### src/rtl/tmr_pkg.sv
package tmr_pkg;
  typedef enum logic [1:0] {
    ADDR_LD0  = 2'd0,
    ADDR_LD1  = 2'd1,
    ADDR_CTRL = 2'd2,
    ADDR_NONE = 2'd3
  } tmr_addr_e;

  localparam int NUM_TMR = 2;
  localparam int CTRL_W  = 8;

  // control bit positions: mode at 4 + 2*i, clock select at 5 + 2*i
  function automatic int mode_bit(input int idx);
    return 4 + 2 * idx;
  endfunction

  function automatic int sel_bit(input int idx);
    return 5 + 2 * idx;
  endfunction
endpackage

### src/rtl/tmr_prescale.sv
module tmr_prescale #(
  parameter int DIV_LOG2 = 8
) (
  input  logic clk,
  input  logic rst,
  input  logic ref_tick,
  output logic div_tick
);
  logic [DIV_LOG2-1:0] phase_q;

  always_ff @(posedge clk) begin
    if (rst) phase_q <= '0;
    else if (ref_tick) phase_q <= phase_q + 1'b1;
  end

  assign div_tick = ref_tick && (&phase_q);


  pre_hold_chk: assert property (@(posedge clk) disable iff (rst)
    !ref_tick |=> $stable(phase_q));


  pre_wrap_chk: assert property (@(posedge clk) disable iff (rst)
    div_tick |=> (phase_q == '0));
endmodule

### src/rtl/tmr_unit.sv
module tmr_unit #(
  parameter int CNT_W = 16
) (
  input  logic             clk,
  input  logic             rst,
  input  logic             ld_en,
  input  logic [CNT_W-1:0] ld_val,
  input  logic             ref_tick,
  input  logic             div_tick,
  input  logic             sel_fast,
  input  logic             mode_rld,
  output logic [CNT_W-1:0] cnt_q,
  output logic             irq_q
);
  logic [CNT_W-1:0] rld_q;
  logic             tick;

  assign tick = sel_fast ? ref_tick : div_tick;

  always_ff @(posedge clk) begin
    if (rst) begin
      cnt_q <= '0;
      rld_q <= '0;
      irq_q <= 1'b0;
    end else begin
      irq_q <= 1'b0;
      if (ld_en) begin
        cnt_q <= ld_val;
        rld_q <= ld_val;
      end else if (tick) begin
        if (cnt_q == '0) begin
          cnt_q <= mode_rld ? rld_q : '1;
          irq_q <= 1'b1;
        end else begin
          cnt_q <= cnt_q - 1'b1;
        end
      end
    end
  end


  load_chk: assert property (@(posedge clk) disable iff (rst)
    ld_en |=> (cnt_q == $past(ld_val)));


  hold_chk: assert property (@(posedge clk) disable iff (rst)
    (!ld_en && !tick) |=> $stable(cnt_q));


  dec_chk: assert property (@(posedge clk) disable iff (rst)
    (!ld_en && tick && cnt_q != '0) |=> (cnt_q == $past(cnt_q) - 1'b1));


  wrap_chk: assert property (@(posedge clk) disable iff (rst)
    (!ld_en && tick && cnt_q == '0 && !mode_rld) |=> (&cnt_q));


  reload_chk: assert property (@(posedge clk) disable iff (rst)
    (!ld_en && tick && cnt_q == '0 && mode_rld) |=> (cnt_q == $past(rld_q)));


  irq_src_chk: assert property (@(posedge clk) disable iff (rst)
    $rose(irq_q) |-> ($past(cnt_q) == '0 && !$past(ld_en)));
endmodule

### src/rtl/twin_down_timer.sv
module twin_down_timer #(
  parameter int CNT_W    = 16,
  parameter int DIV_LOG2 = 8
) (
  input  logic             clk,
  input  logic             rst,
  input  logic             ref_tick,
  input  logic             wr_en,
  input  logic [1:0]       wr_addr,
  input  logic [CNT_W-1:0] wr_data,
  input  logic [1:0]       rd_addr,
  output logic [CNT_W-1:0] rd_data,
  output logic [1:0]       irq
);
  import tmr_pkg::*;

  localparam int PAD_W = CNT_W - CTRL_W;

  logic [CTRL_W-1:0] ctrl_q;
  logic              div_tick;
  logic [CNT_W-1:0]  cnt_arr [NUM_TMR];
  logic [NUM_TMR-1:0] irq_arr;

  always_ff @(posedge clk) begin
    if (rst) ctrl_q <= '0;
    else if (wr_en && wr_addr == ADDR_CTRL) ctrl_q <= wr_data[CTRL_W-1:0];
  end

  tmr_prescale #(.DIV_LOG2(DIV_LOG2)) u_pre (
    .clk      (clk),
    .rst      (rst),
    .ref_tick (ref_tick),
    .div_tick (div_tick)
  );

  for (genvar gi = 0; gi < NUM_TMR; gi++) begin : g_tmr
    logic ld_hit;
    assign ld_hit = wr_en && (wr_addr == 2'(gi));

    tmr_unit #(.CNT_W(CNT_W)) u_unit (
      .clk      (clk),
      .rst      (rst),
      .ld_en    (ld_hit),
      .ld_val   (wr_data),
      .ref_tick (ref_tick),
      .div_tick (div_tick),
      .sel_fast (ctrl_q[sel_bit(gi)]),
      .mode_rld (ctrl_q[mode_bit(gi)]),
      .cnt_q    (cnt_arr[gi]),
      .irq_q    (irq_arr[gi])
    );
  end

  always_ff @(posedge clk) begin
    if (rst) begin
      rd_data <= '0;
    end else begin
      case (rd_addr)
        ADDR_LD0:  rd_data <= cnt_arr[0];
        ADDR_LD1:  rd_data <= cnt_arr[1];
        ADDR_CTRL: rd_data <= {{PAD_W{1'b0}}, ctrl_q};
        default:   rd_data <= '0;
      endcase
    end
  end

  assign irq = irq_arr;


  ctrl_hold_chk: assert property (@(posedge clk) disable iff (rst)
    !(wr_en && wr_addr == ADDR_CTRL) |=> $stable(ctrl_q));


  slow_tick_chk: assert property (@(posedge clk) disable iff (rst)
    (!ctrl_q[5] && !ref_tick && !(wr_en && wr_addr == ADDR_LD0)) |=> $stable(cnt_arr[0]));
endmodule

### config.mk
export PLATFORM = sky130hd
export DESIGN_NAME = twin_down_timer
export DESIGN_NICKNAME = d
export VERILOG_FILES = /design/src/rtl/tmr_pkg.sv /design/src/rtl/tmr_prescale.sv /design/src/rtl/tmr_unit.sv /design/src/rtl/twin_down_timer.sv
export SDC_FILE = /design/constraint.sdc
export NUM_CORES = 1
export LEC_CHECK = 0
export BUFFER_PORTS_ARGS = -buffer_cell sky130_fd_sc_hd__buf_2
export CAP_MARGIN = 25
export CORE_MARGIN = 2
export CORE_UTILIZATION = 50
export DETAILED_ROUTE_END_ITERATION = 12
export PLACE_DENSITY_LB_ADDON = 0.25
export SETUP_SLACK_MARGIN = 0.2
export SYNTH_ARGS = -nofsm -noshare
export SYNTH_HDL_FRONTEND = slang
export SYNTH_HIERARCHICAL = 1
export SYNTH_SLANG_ARGS = --single-unit
### constraint.sdc
create_clock -name clk -period 1.8 [get_ports clk]
set_input_delay 0.09 -clock clk [delete_from_list [all_inputs] [get_ports clk]]
set_output_delay 0.09 -clock clk [all_outputs]
set_load 0.02 [all_outputs]
==> results of run 1 <==
==> state kept, by name, indices dropped and copies added, names as in the netlist <==
signal	flops
g_tmr.u_unit/cnt_q	32
g_tmr.u_unit/rld_q	32
rd_data	16
ctrl_q	8
u_pre/phase_q	8
g_tmr.u_unit/irq_q	2
==> path summary, 6_finish.rpt <==
path                                  start                        end  slack (ps)  depth (start not counted)
setup / recovery   g_tmr[1].u_unit/cnt_q[0]   g_tmr[1].u_unit/cnt_q[3]         -90                         10
hold / removal                  wr_data[13]  g_tmr[0].u_unit/rld_q[13]          10                          3
setup reg to reg   g_tmr[1].u_unit/cnt_q[0]   g_tmr[1].u_unit/cnt_q[3]         -90                         10
hold reg to reg   g_tmr[0].u_unit/rld_q[15]  g_tmr[0].u_unit/rld_q[15]         470                          2
==> cell families (layout without fill, tap and decap cells) <==
group,count (synthesis),in the layout
and+or+nand+nor,245,245
AOI/OAI and AO/OA,164,164
xor gates and xnor gates,12,12
adders and majority gates,5,5
muxes,36,36
buffers and inverters,55,186
DFF,98,98
==> worst max-delay path: cells and delay by family, from the launching register on <==
family	cells	cell delay [ps]
AOI/OAI and AO/OA	1	400
adders and majority gates	1	160
buffers and inverters	4	480
DFF	1	360
and+or+nand+nor	4	370
==> metal layers <==
metal	vias to the layer above	track usage (%)	share of wire [%]
met2	285	48.51	48
met5	-	0	0
met1	2603	40.45	41
met4	0	11.97	2.6
li1	2517	-	-
met3	32	4.559	7.8
==> synth_stat cells, drive strengths merged, types with 3 or more instances <==
| cell type | instances | share of area (%) |
|---|---|---|
| a211oi | 26 | 5.2 |
| o221ai | 8 | 1.3 |
| a22oi | 10 | 1.4 |
| nor2b | 13 | 1.7 |
| nand4b | 4 | 0.66 |
| a21o | 4 | 0.56 |
| nand3 | 16 | 1.7 |
| nor3 | 14 | 1.7 |
| o31ai | 4 | 0.56 |
| dfxtp | 98 | 37 |
| or3 | 4 | 0.47 |
| nor2 | 73 | 5.1 |
| xnor2 | 3 | 0.49 |
| nand2b | 8 | 0.94 |
| and3 | 5 | 0.59 |
| or2 | 3 | 0.35 |
| nor4 | 12 | 1.9 |
| nand2 | 60 | 4.3 |
| o211ai | 4 | 0.56 |
| nand3b | 5 | 0.70 |
| a31oi | 14 | 1.6 |
| ha | 5 | 1.2 |
| o22ai | 6 | 0.70 |
| a2111oi | 4 | 0.89 |
| clkbuf | 16 | 1.5 |
| buf | 27 | 4.2 |
| o21ai | 26 | 2.4 |
| mux2i | 33 | 6.2 |
| mux2 | 3 | 0.63 |
| a21oi | 38 | 3.6 |
| nand4 | 15 | 1.9 |
| inv | 10 | 0.70 |
| o32ai | 4 | 0.66 |
| xor2 | 9 | 1.5 |
| a221oi | 4 | 0.66 |
==> power by group through the flow <==
stage / clock network (µW) / registers (µW) / logic (µW)
final: 1560 / 2370 / 2190
after floorplan: 0 / 2450 / 1060
after CTS: 1580 / 2370 / 1910
after global placement: 0 / 2420 / 1620
after detailed placement: 0 / 2420 / 1640
after global routing: 1670 / 2390 / 2320
==> repair_timing <==
item,CTS,global route
endpoints found under the setup margin,32,34
hold endpoints to repair,1,0
hold buffers,1,0
setup buffers,14,9
resized for setup,66,53
pin swaps,48,30
==> through the flow <==
stage	power [µW]	utilization [%]	instance area (µm²)
6_report	6124	70.33	7261
5_1_grt	6373	70.33	7261
4_1_cts	5856	67.07	6924
3_5_place_dp	4061	60.97	6295
3_3_place_gp	4033	60.97	6295
2_1_floorplan	3506	-	5532
==> layout make-up <==
type,instances,area (µm²),area share (%)
clock buffer,10,137.6,1.896
clock inverter,6,72.57,0.9995
inverter,12,45.04,0.6204
multi-input combinational,462,3610,49.72
sequential,98,1979,27.26
tap,136,170.2,2.344
timing repair buffer,158,1246,17.16
==> out/qor.yml, run 1 <==
finish:
  final_cell_mix: "buf_4, dfxtp_1, nor2_1"
  stdcell_count: 882
  final_common_cell: "buf_4"
  diodes: 0
  fill_cells: 804
  finalNetCount: 770
  area_growth_pct: 36.32
  layout-drive-gt1-share_pct: 41.69
logic_synthesis:
  async_reset_ff_share_pct: 0
  synth_ff_type: "dfxtp_1"
  muxShareOfSynthArea_pct: 6.836
  synth-edff-count: 0
  ys_warn_count: 6
  synth_cells: 615
  seq_area_frac_synth_pct: 36.83
  ys_types: 63
  synthXorXnorAreaFrac_pct: 1.973
  synth_simple_gate_area_share_pct: 24.52
  syn-cell-area_um2: 5326
  synth.avg_cell_area_um2: 8.661
  synth_fa_ha_area_share_pct: 1.175
  synth_fp_nets: 644
  synth_top_family_by_area: "simple AND/OR/NAND/NOR gates"
  synth_compound_area_share_pct: 22.08
  ys_seq_elements: 98
timing:
  setup_tns_ps: -453.5
  finalSetupViolations: 14
  fin_crit_ps: 1892
  fin_worst_hold_slack_ps: 12.00
  finalHoldViolations: 0
  max_freq_ghz: 0.5285
  drv_slew: 0
  setup_ws_ps: -92.12
  tightest_slew_ps: 679.3
  slew_headroom_pct: 54.71
  min_period_over_period_pct: 105.1
  fin_worst_skew_ps: 9.551
  rsz0062_at_grt: "true"
placed_design:
  routabilityCongestion: 0.9589
  pre_cts_ws_ps: -164.2
  hpwl_mm: 11.79
  numPortBuffers: 41
  dpl.cell_count: 842
worst_setup_path:
  cp.arrival_ps: 2160
  cp_common_cell: "buf_4"
  crit_type: "reg2reg"
  worstPathMaxFanout: 4
  slowest_stage: "a2111oi_1"
  cp.required_ps: 2060
  start_kind: "flip-flop"
  crit_path_end_kind: "flip-flop"
  path_cells: "inv_2 -> ha_4 -> nor4b_4 -> buf_4 -> buf_4 -> nand2_2 -> nor2_1 -> buf_4 -> a2111oi_1 -> nor3_1"
  slowest_delay_ps: 400
global_route:
  grt_start_max_net_pins: 40
  grt_pass1_wl_mm: 27.39
  antenna_found_initial: 0
  grt_pass1_vias: 5295
  track_usage_pct: 30.12
  overflow: 0
pwr:
  p_int_uw: 3985
  combPwrFrac_pct: 35.7
  p_leak_uw: 0.002777
  peakVddDrop_v: 0.0004398
  power.density_nw_per_um2: 843.4
  p_switching_uw: 2139
  power_frac_seq_pct: 38.8
  switching_share_pct: 34.94
  p_clk_share_pct: 25.5
clock_network:
  clk_pin_slew_ps: 100
  cts_root_buf: "clkbuf_8"
  cts_tree: "built"
  numCtsBuffers: 9
  clk_latency_ps: 380
  htreeDepth: 3
  clkSinkCount: 98
  cts_max_path_buffers: 2
drt:
  post_drt_wl_per_cell_um: 19.53
  drc: 0
  drtAntennaViolNets: 0
  totalWireLength_mm: 17.23
  dr.pass1.iters: 5
  drt_iter0_markers: 405
  viasPerCell: 6.164
  vias: 5437
die:
  fp.dieH_um: 107.2
  core_area_um2: 10320
  num_rows: 37
  dieArea_um2: 11490
  die_w_um: 107.2
  num_io_pins: 42
  initial_core_util_pct: 51.59
status:
  violations: "setup timing"
  status: "finished, violations left"
job:
  maxCapViolCount: 0
min_path:
  hp-class: "in2reg"
(Power assumes the default switching activity.)
==> run 2: changes to the inputs <==
Settings changed: CELL_PAD_IN_SITES_DETAIL_PLACEMENT set to 0, CELL_PAD_IN_SITES_GLOBAL_PLACEMENT set to 1, CORE_UTILIZATION 50 to 41.
==> run 2 against run 1 <==
The flow still finishes with violations (setup timing); global-route usage fell by 4.7 points; power grew 8.5%; worst setup slack gained 57 ps; sequential power about the same; first-iteration DRC count increased by 7.2%; non-clock buffer count is 3 higher; flip-flop and latch count did not move; clock skew fell by 3.1 ps; sequential share of layout area down 0.44 points; highest routed layer unchanged.
==> out/qor.yml, run 2 (synthesis results as in run 1) <==
worst_setup_path:
  path_cells: "ha_4 -> nand3_2 -> nor2_2 -> and3_4 -> mux2_4 -> nor2_4 -> buf_6 -> a21oi_2 -> o211a_1"  # was inv_2 -> ha_4 -> nor4b_4 -> buf_4 -> buf_4 -> nand2_2 -> nor2_1 -> buf_4 -> a2111oi_1 -> nor3_1
  path_buf_inv: 1  # was 4
  path_depth: 9  # was 10
  cp.required_ps: 2050  # was 2060 ps
  cp.arrival_ps: 2090  # was 2160 ps
  cpLargestDelayFamily: "simple AND/OR/NAND/NOR gates"  # was buffers and inverters
  critPathLaunch: "u_pre/phase_q[0]"  # was g_tmr[1].u_unit/cnt_q[0]
  start_kind: "flip-flop"  # unchanged
  r2r_cells: 9  # was 10
  crit_path_end_kind: "flip-flop"  # unchanged
  slowest_stage: "dfxtp_2"  # was a2111oi_1
  rr_startpoint: "u_pre/phase_q[0]"  # was g_tmr[1].u_unit/cnt_q[0]
  slowest_delay_ps: 340  # was 400 ps
  worstPathMaxFanout: 8  # was 4
  crit_type: "reg2reg"  # unchanged
job:
  maxCapViolCount: 0  # unchanged
global_route:
  grt_pass1_vias: 5318  # was 5295
  grt_pass1_wl_mm: 28.08  # was 27.39 mm
  grt_start_max_net_pins: 40  # unchanged
  overflow: 0  # unchanged
  track_usage_pct: 25.44  # was 30.12%
  antenna_found_initial: 0  # unchanged
clock_network:
  htreeDepth: 3  # unchanged
  numCtsBuffers: 9  # unchanged
  clk_pin_slew_ps: 70  # was 100 ps
  cts_tree: "built"  # unchanged
  clk_latency_ps: 350  # was 380 ps
  cts_max_path_buffers: 2  # unchanged
  cts_root_buf: "clkbuf_16"  # was clkbuf_8
  clkSinkCount: 98  # unchanged
timing:
  drv_slew: 0  # unchanged
  tightest_slew_ps: 697.5  # was 679.3 ps
  fin_crit_ps: 1836  # was 1892 ps
  finalHoldViolations: 0  # unchanged
  slew_headroom_pct: 53.50  # was 54.71%
  min_period_over_period_pct: 102.0  # was 105.1%
  setup_ws_ps: -35.52  # was -92.12 ps
  finalSetupViolations: 9  # was 14
  fin_worst_skew_ps: 6.427  # was 9.551 ps
  rsz0062_at_grt: "true"  # unchanged
  max_freq_ghz: 0.5448  # was 0.5285 GHz
finish:
  stdcell_count: 921  # was 882
  layout-drive-gt1-share_pct: 39.52  # was 41.69%
  final_core_util_pct: 58.09  # was 70.33%
  top_regs: "g_tmr.u_unit/cnt_q: 32 flops, g_tmr.u_unit/rld_q: 32 flops, rd_data: 16 flops"  # unchanged
  diodes: 0  # unchanged
  final_cell_mix: "buf_4, dfxtp_1, nor2_1"  # unchanged
  area_growth_pct: 38.20  # was 36.32%
  final_common_cell: "buf_4"  # unchanged
  fill_cells: 1146  # was 804
  finalNetCount: 773  # was 770
die:
  core_area_um2: 12670  # was 10320 µm²
  initial_core_util_pct: 42.04  # was 51.59%
  die_w_um: 118.0  # was 107.2 µm
  dieArea_um2: 13920  # was 11490 µm²
  num_rows: 41  # was 37
  fp.dieH_um: 118.0  # was 107.2 µm
  num_io_pins: 42  # unchanged
min_path:
  hp-start: "wr_data[0]"  # was wr_data[13]
  hp-class: "in2reg"  # unchanged
  whs_path_depth: 3  # unchanged
pwr:
  p_leak_uw: 0.002851  # was 0.002777 µW
  power_uw: 6643  # was 6124 µW
  peakVddDrop_v: 0.0004093  # was 0.0004398 V
  power.density_nw_per_um2: 902.5  # was 843.4 nW/µm²
placed_design:
  routabilityCongestion: 0.9393  # was 0.9589
  hpwl_mm: 12.18  # was 11.79 mm
  dpl.cell_count: 883  # was 842
  numPortBuffers: 41  # unchanged
drt:
  drtAntennaViolNets: 0  # unchanged
  dr.pass1.iters: 5  # unchanged
  totalWireLength_mm: 17.71  # was 17.23 mm
  post_drt_wl_per_cell_um: 19.23  # was 19.53 µm
  drt_iter0_markers: 434  # was 405
  viasPerCell: 5.729  # was 6.164
  drc: 0  # unchanged
  vias: 5276  # was 5437
status:
  violations: "setup timing"  # unchanged
  status: "finished, violations left"  # unchanged
-- run 2: changes by cell type in the layout (fill, tap and decap cells not counted), moves of 4 or more --
cell	change
nand3_2	-4
buf_4	+7
buf_6	-4
clkbuf_16	+9
clkbuf_8	-10
-- run 2: repair_timing --
action                                  CTS  global route
hold buffers                              0             0
resized for setup                        70            30
endpoints found under the setup margin   32            34
cloned                                    2             0
pin swaps                                49            18
buffers inserted                         17             3
-- run 2: metal layers --
metal	wire (µm)	global-route usage, %	share of wire, %
met2	8404	41.06	47
met4	607	10.62	3.4
met3	914	4.554	5.2
met5	0	0	0
met1	7788	33.46	44
-- run 2: path summary, 6_finish.rpt --
check                                                  to  slack, ps
worst min register to register  g_tmr[0].u_unit/rld_q[15]        460
worst max register to register  g_tmr[0].u_unit/cnt_q[11]        -40
worst max-delay path            g_tmr[0].u_unit/cnt_q[11]        -40
worst min-delay path                            ctrl_q[0]         40
-- run 2: cell type report --
cell class	count	area (µm²)	area share, %
Multi-Input combinational cell	462	3523	47.87
Sequential cell	98	1974	26.82
Timing Repair Buffer	161	1269	17.24
Clock buffer	10	229.0	3.111
Tap cell	172	215.2	2.924
Clock inverter	6	105.1	1.428
Inverter	12	45.04	0.6119
-- run 2: tightest hold or removal path: stages --
cell and delay [ps]:
buf_2 140, nand2_1 60, a21oi_1 50
-- run 2: power breakdown --
part	leakage [µW]	total, µW	switching (µW)	internal, µW
Combinational	0.00188	2060	1130	935
Clock	0.000166	2210	857	1350
Sequential	0.000801	2370	88.9	2280
Total	0.00285	6640	2070	4570
-- run 2: per-stage QoR --
stage	setup WS (ps)	instance area [µm²]	TNS (ps)	hold WS (ps)
finish	-35.52	7361	-158.0	39.47
global route	-109.4	7361	-1781	45.08
CTS	-24.51	7203	-47.76	33.94
detailed placement	-68.68	6352	-351.6	407.0
global placement	-91.14	6352	-223.6	398.9
floorplan	81.04	5532	0	226.0
==> run 3: changes to the inputs <==
Settings changed: SKIP_CTS_REPAIR_TIMING set to 1.
==> run 3 against run 2 <==
The run still ends with setup timing left; sequential share of layout area rose by 0.76 points; flip-flop and latch count unchanged; first-iteration DRC count decreased by 1.4%; sequential power barely moved; clock skew hardly changed; power shrank 1.8%; die area unchanged; worst setup slack got worse by 30 ps; critical endpoint is now g_tmr[0].u_unit/cnt_q[9].
==> out/qor.yml, run 3 (synthesis results as in run 1) <==
finish:
  final_cell_mix: "buf_4, dfxtp_1, nor2_1"  # unchanged
  top_regs: "g_tmr.u_unit/cnt_q: 32 flops, g_tmr.u_unit/rld_q: 32 flops, rd_data: 16 flops"  # unchanged
  area_growth_pct: 34.39  # was 38.20%
  finalNetCount: 761  # was 773
  layout-drive-gt1-share_pct: 37.86  # was 39.52%
  diodes: 0  # unchanged
  final_common_cell: "buf_4"  # unchanged
drt:
  post_drt_wl_per_cell_um: 19.10  # was 19.23 µm
  vias: 5204  # was 5276
  dr.pass1.iters: 5  # unchanged
  drtAntennaViolNets: 0  # unchanged
  drt_iter0_markers: 428  # was 434
  drc: 0  # unchanged
  totalWireLength_mm: 17.36  # was 17.71 mm
  viasPerCell: 5.725  # was 5.729
clock_network:
  cts_root_buf: "clkbuf_16"  # unchanged
  cts_tree: "built"  # unchanged
  numCtsBuffers: 9  # unchanged
  clkSinkCount: 98  # unchanged
  htreeDepth: 3  # unchanged
  cts_max_path_buffers: 2  # unchanged
  clk_latency_ps: 350  # about the same
  clk_pin_slew_ps: 70  # about the same
die:
  initial_core_util_pct: 42.04  # unchanged
  core_area_um2: 12670  # unchanged
  num_rows: 41  # unchanged
  dieArea_um2: 13920  # unchanged
  die_w_um: 118.0  # unchanged
  num_io_pins: 42  # unchanged
  fp.dieH_um: 118.0  # unchanged
worst_setup_path:
  cp.required_ps: 2050  # about the same
  crit_type: "reg2reg"  # unchanged
  start_kind: "flip-flop"  # unchanged
  worstPathMaxFanout: 8  # unchanged
  rr_startpoint: "u_pre/phase_q[1]"  # was u_pre/phase_q[0]
  cp.arrival_ps: 2110  # was 2090 ps
  crit_path_end_kind: "flip-flop"  # unchanged
  critPathLaunch: "u_pre/phase_q[1]"  # was u_pre/phase_q[0]
timing:
  finalSetupViolations: 11  # was 9
  min_period_over_period_pct: 103.6  # was 102.0%
  setup_ws_ps: -65.09  # was -35.52 ps
  tightest_slew_ps: 701.9  # was 697.5 ps
  slew_headroom_pct: 53.20  # was 53.50%
  finalHoldViolations: 0  # unchanged
  rsz0062_at_grt: "true"  # unchanged
  max_freq_ghz: 0.5362  # was 0.5448 GHz
  fin_crit_ps: 1865  # was 1836 ps
  drv_slew: 0  # unchanged
  fin_worst_skew_ps: 6.277  # was 6.427 ps
pwr:
  power_uw: 6525  # was 6643 µW
  p_switching_uw: 2029  # was 2075 µW
  p_int_uw: 4496  # was 4568 µW
  switching_share_pct: 31.09  # was 31.23%
  power_frac_seq_pct: 36.4  # was 35.7%
  power.density_nw_per_um2: 911.5  # was 902.5 nW/µm²
  p_leak_uw: 0.002748  # was 0.002851 µW
  peakVddDrop_v: 0.0003987  # was 0.0004093 V
  p_clk_share_pct: 33.9  # was 33.3%
  combPwrFrac_pct: 29.7  # was 31.1%
global_route:
  grt_pass1_vias: 5038  # was 5318
  grt_start_max_net_pins: 40  # unchanged
  antenna_found_initial: 0  # unchanged
  overflow: 0  # unchanged
  grt_pass1_wl_mm: 26.76  # was 28.08 mm
  track_usage_pct: 24.31  # was 25.44%
placed_design:
  hpwl_mm: 12.18  # unchanged
  numPortBuffers: 41  # unchanged
  pre_cts_ws_ps: -68.68  # unchanged
  routabilityCongestion: 0.9393  # unchanged
status:
  status: "finished, violations left"  # unchanged
  violations: "setup timing"  # unchanged
min_path:
  hp-class: "in2reg"  # unchanged
  hp-start: "wr_data[0]"  # unchanged
job:
  maxCapViolCount: 0  # unchanged
## run 3: power groups by stage
stage	clock (µW)	combinational [µW]	sequential (µW)
after CTS	2250	1690	2370
final	2210	1940	2370
after global routing	2350	2070	2390
after floorplan	0	1060	2450
after global placement	0	1660	2420
after detailed placement	0	1680	2420
## run 3: layout make-up
class                           count  area (µm²)
Fill cell                        1168        5513
Clock buffer                       10       229.0
Tap cell                          172       215.2
Multi-Input combinational cell    462        3461
Sequential cell                    98        1974
Clock inverter                      6       105.1
Inverter                           12       45.04
Timing Repair Buffer              149        1129
## run 3: per-layer routing
layer | vias up | track usage, % | wire length [µm]
met1 | 2498 | 32.89 | 7854
met2 | 169 | 38.59 | 8157
met4 | 0 | 8.810 | 463
met3 | 37 | 4.554 | 885
met5 | - | 0 | 0
li1 | 2500 | - | -
## run 3: worst paths after layout
kind                            cells past startpoint  slack, ps                        end
worst min register to register                      2        460  g_tmr[0].u_unit/rld_q[11]
worst max-delay path                                8        -70   g_tmr[0].u_unit/cnt_q[9]
worst max register to register                      8        -70   g_tmr[0].u_unit/cnt_q[9]
worst min-delay path                                3         40                  ctrl_q[0]
## run 3: metrics by stage
stage	instances	cell area, µm²	hold slack, ps	utilization (%)	TNS (ps)
global route	909	7158	44.79	56.49	-2065
detailed placement	883	6352	407.0	50.13	-351.6
finish	909	7158	41.63	56.49	-345.3
floorplan	615	5532	226.0	-	0
CTS	899	6686	33.94	52.77	-629.1
global placement	883	6352	398.9	50.13	-223.6
## run 3: critical path: stages (launching register included)
cell and delay (ps):
dfxtp_2 340, ha_4 150, nand3_2 50, nor2_2 40
and3_4 160, mux2_4 300, nor2_4 300, a21oi_2 80
a2111oi_2 320
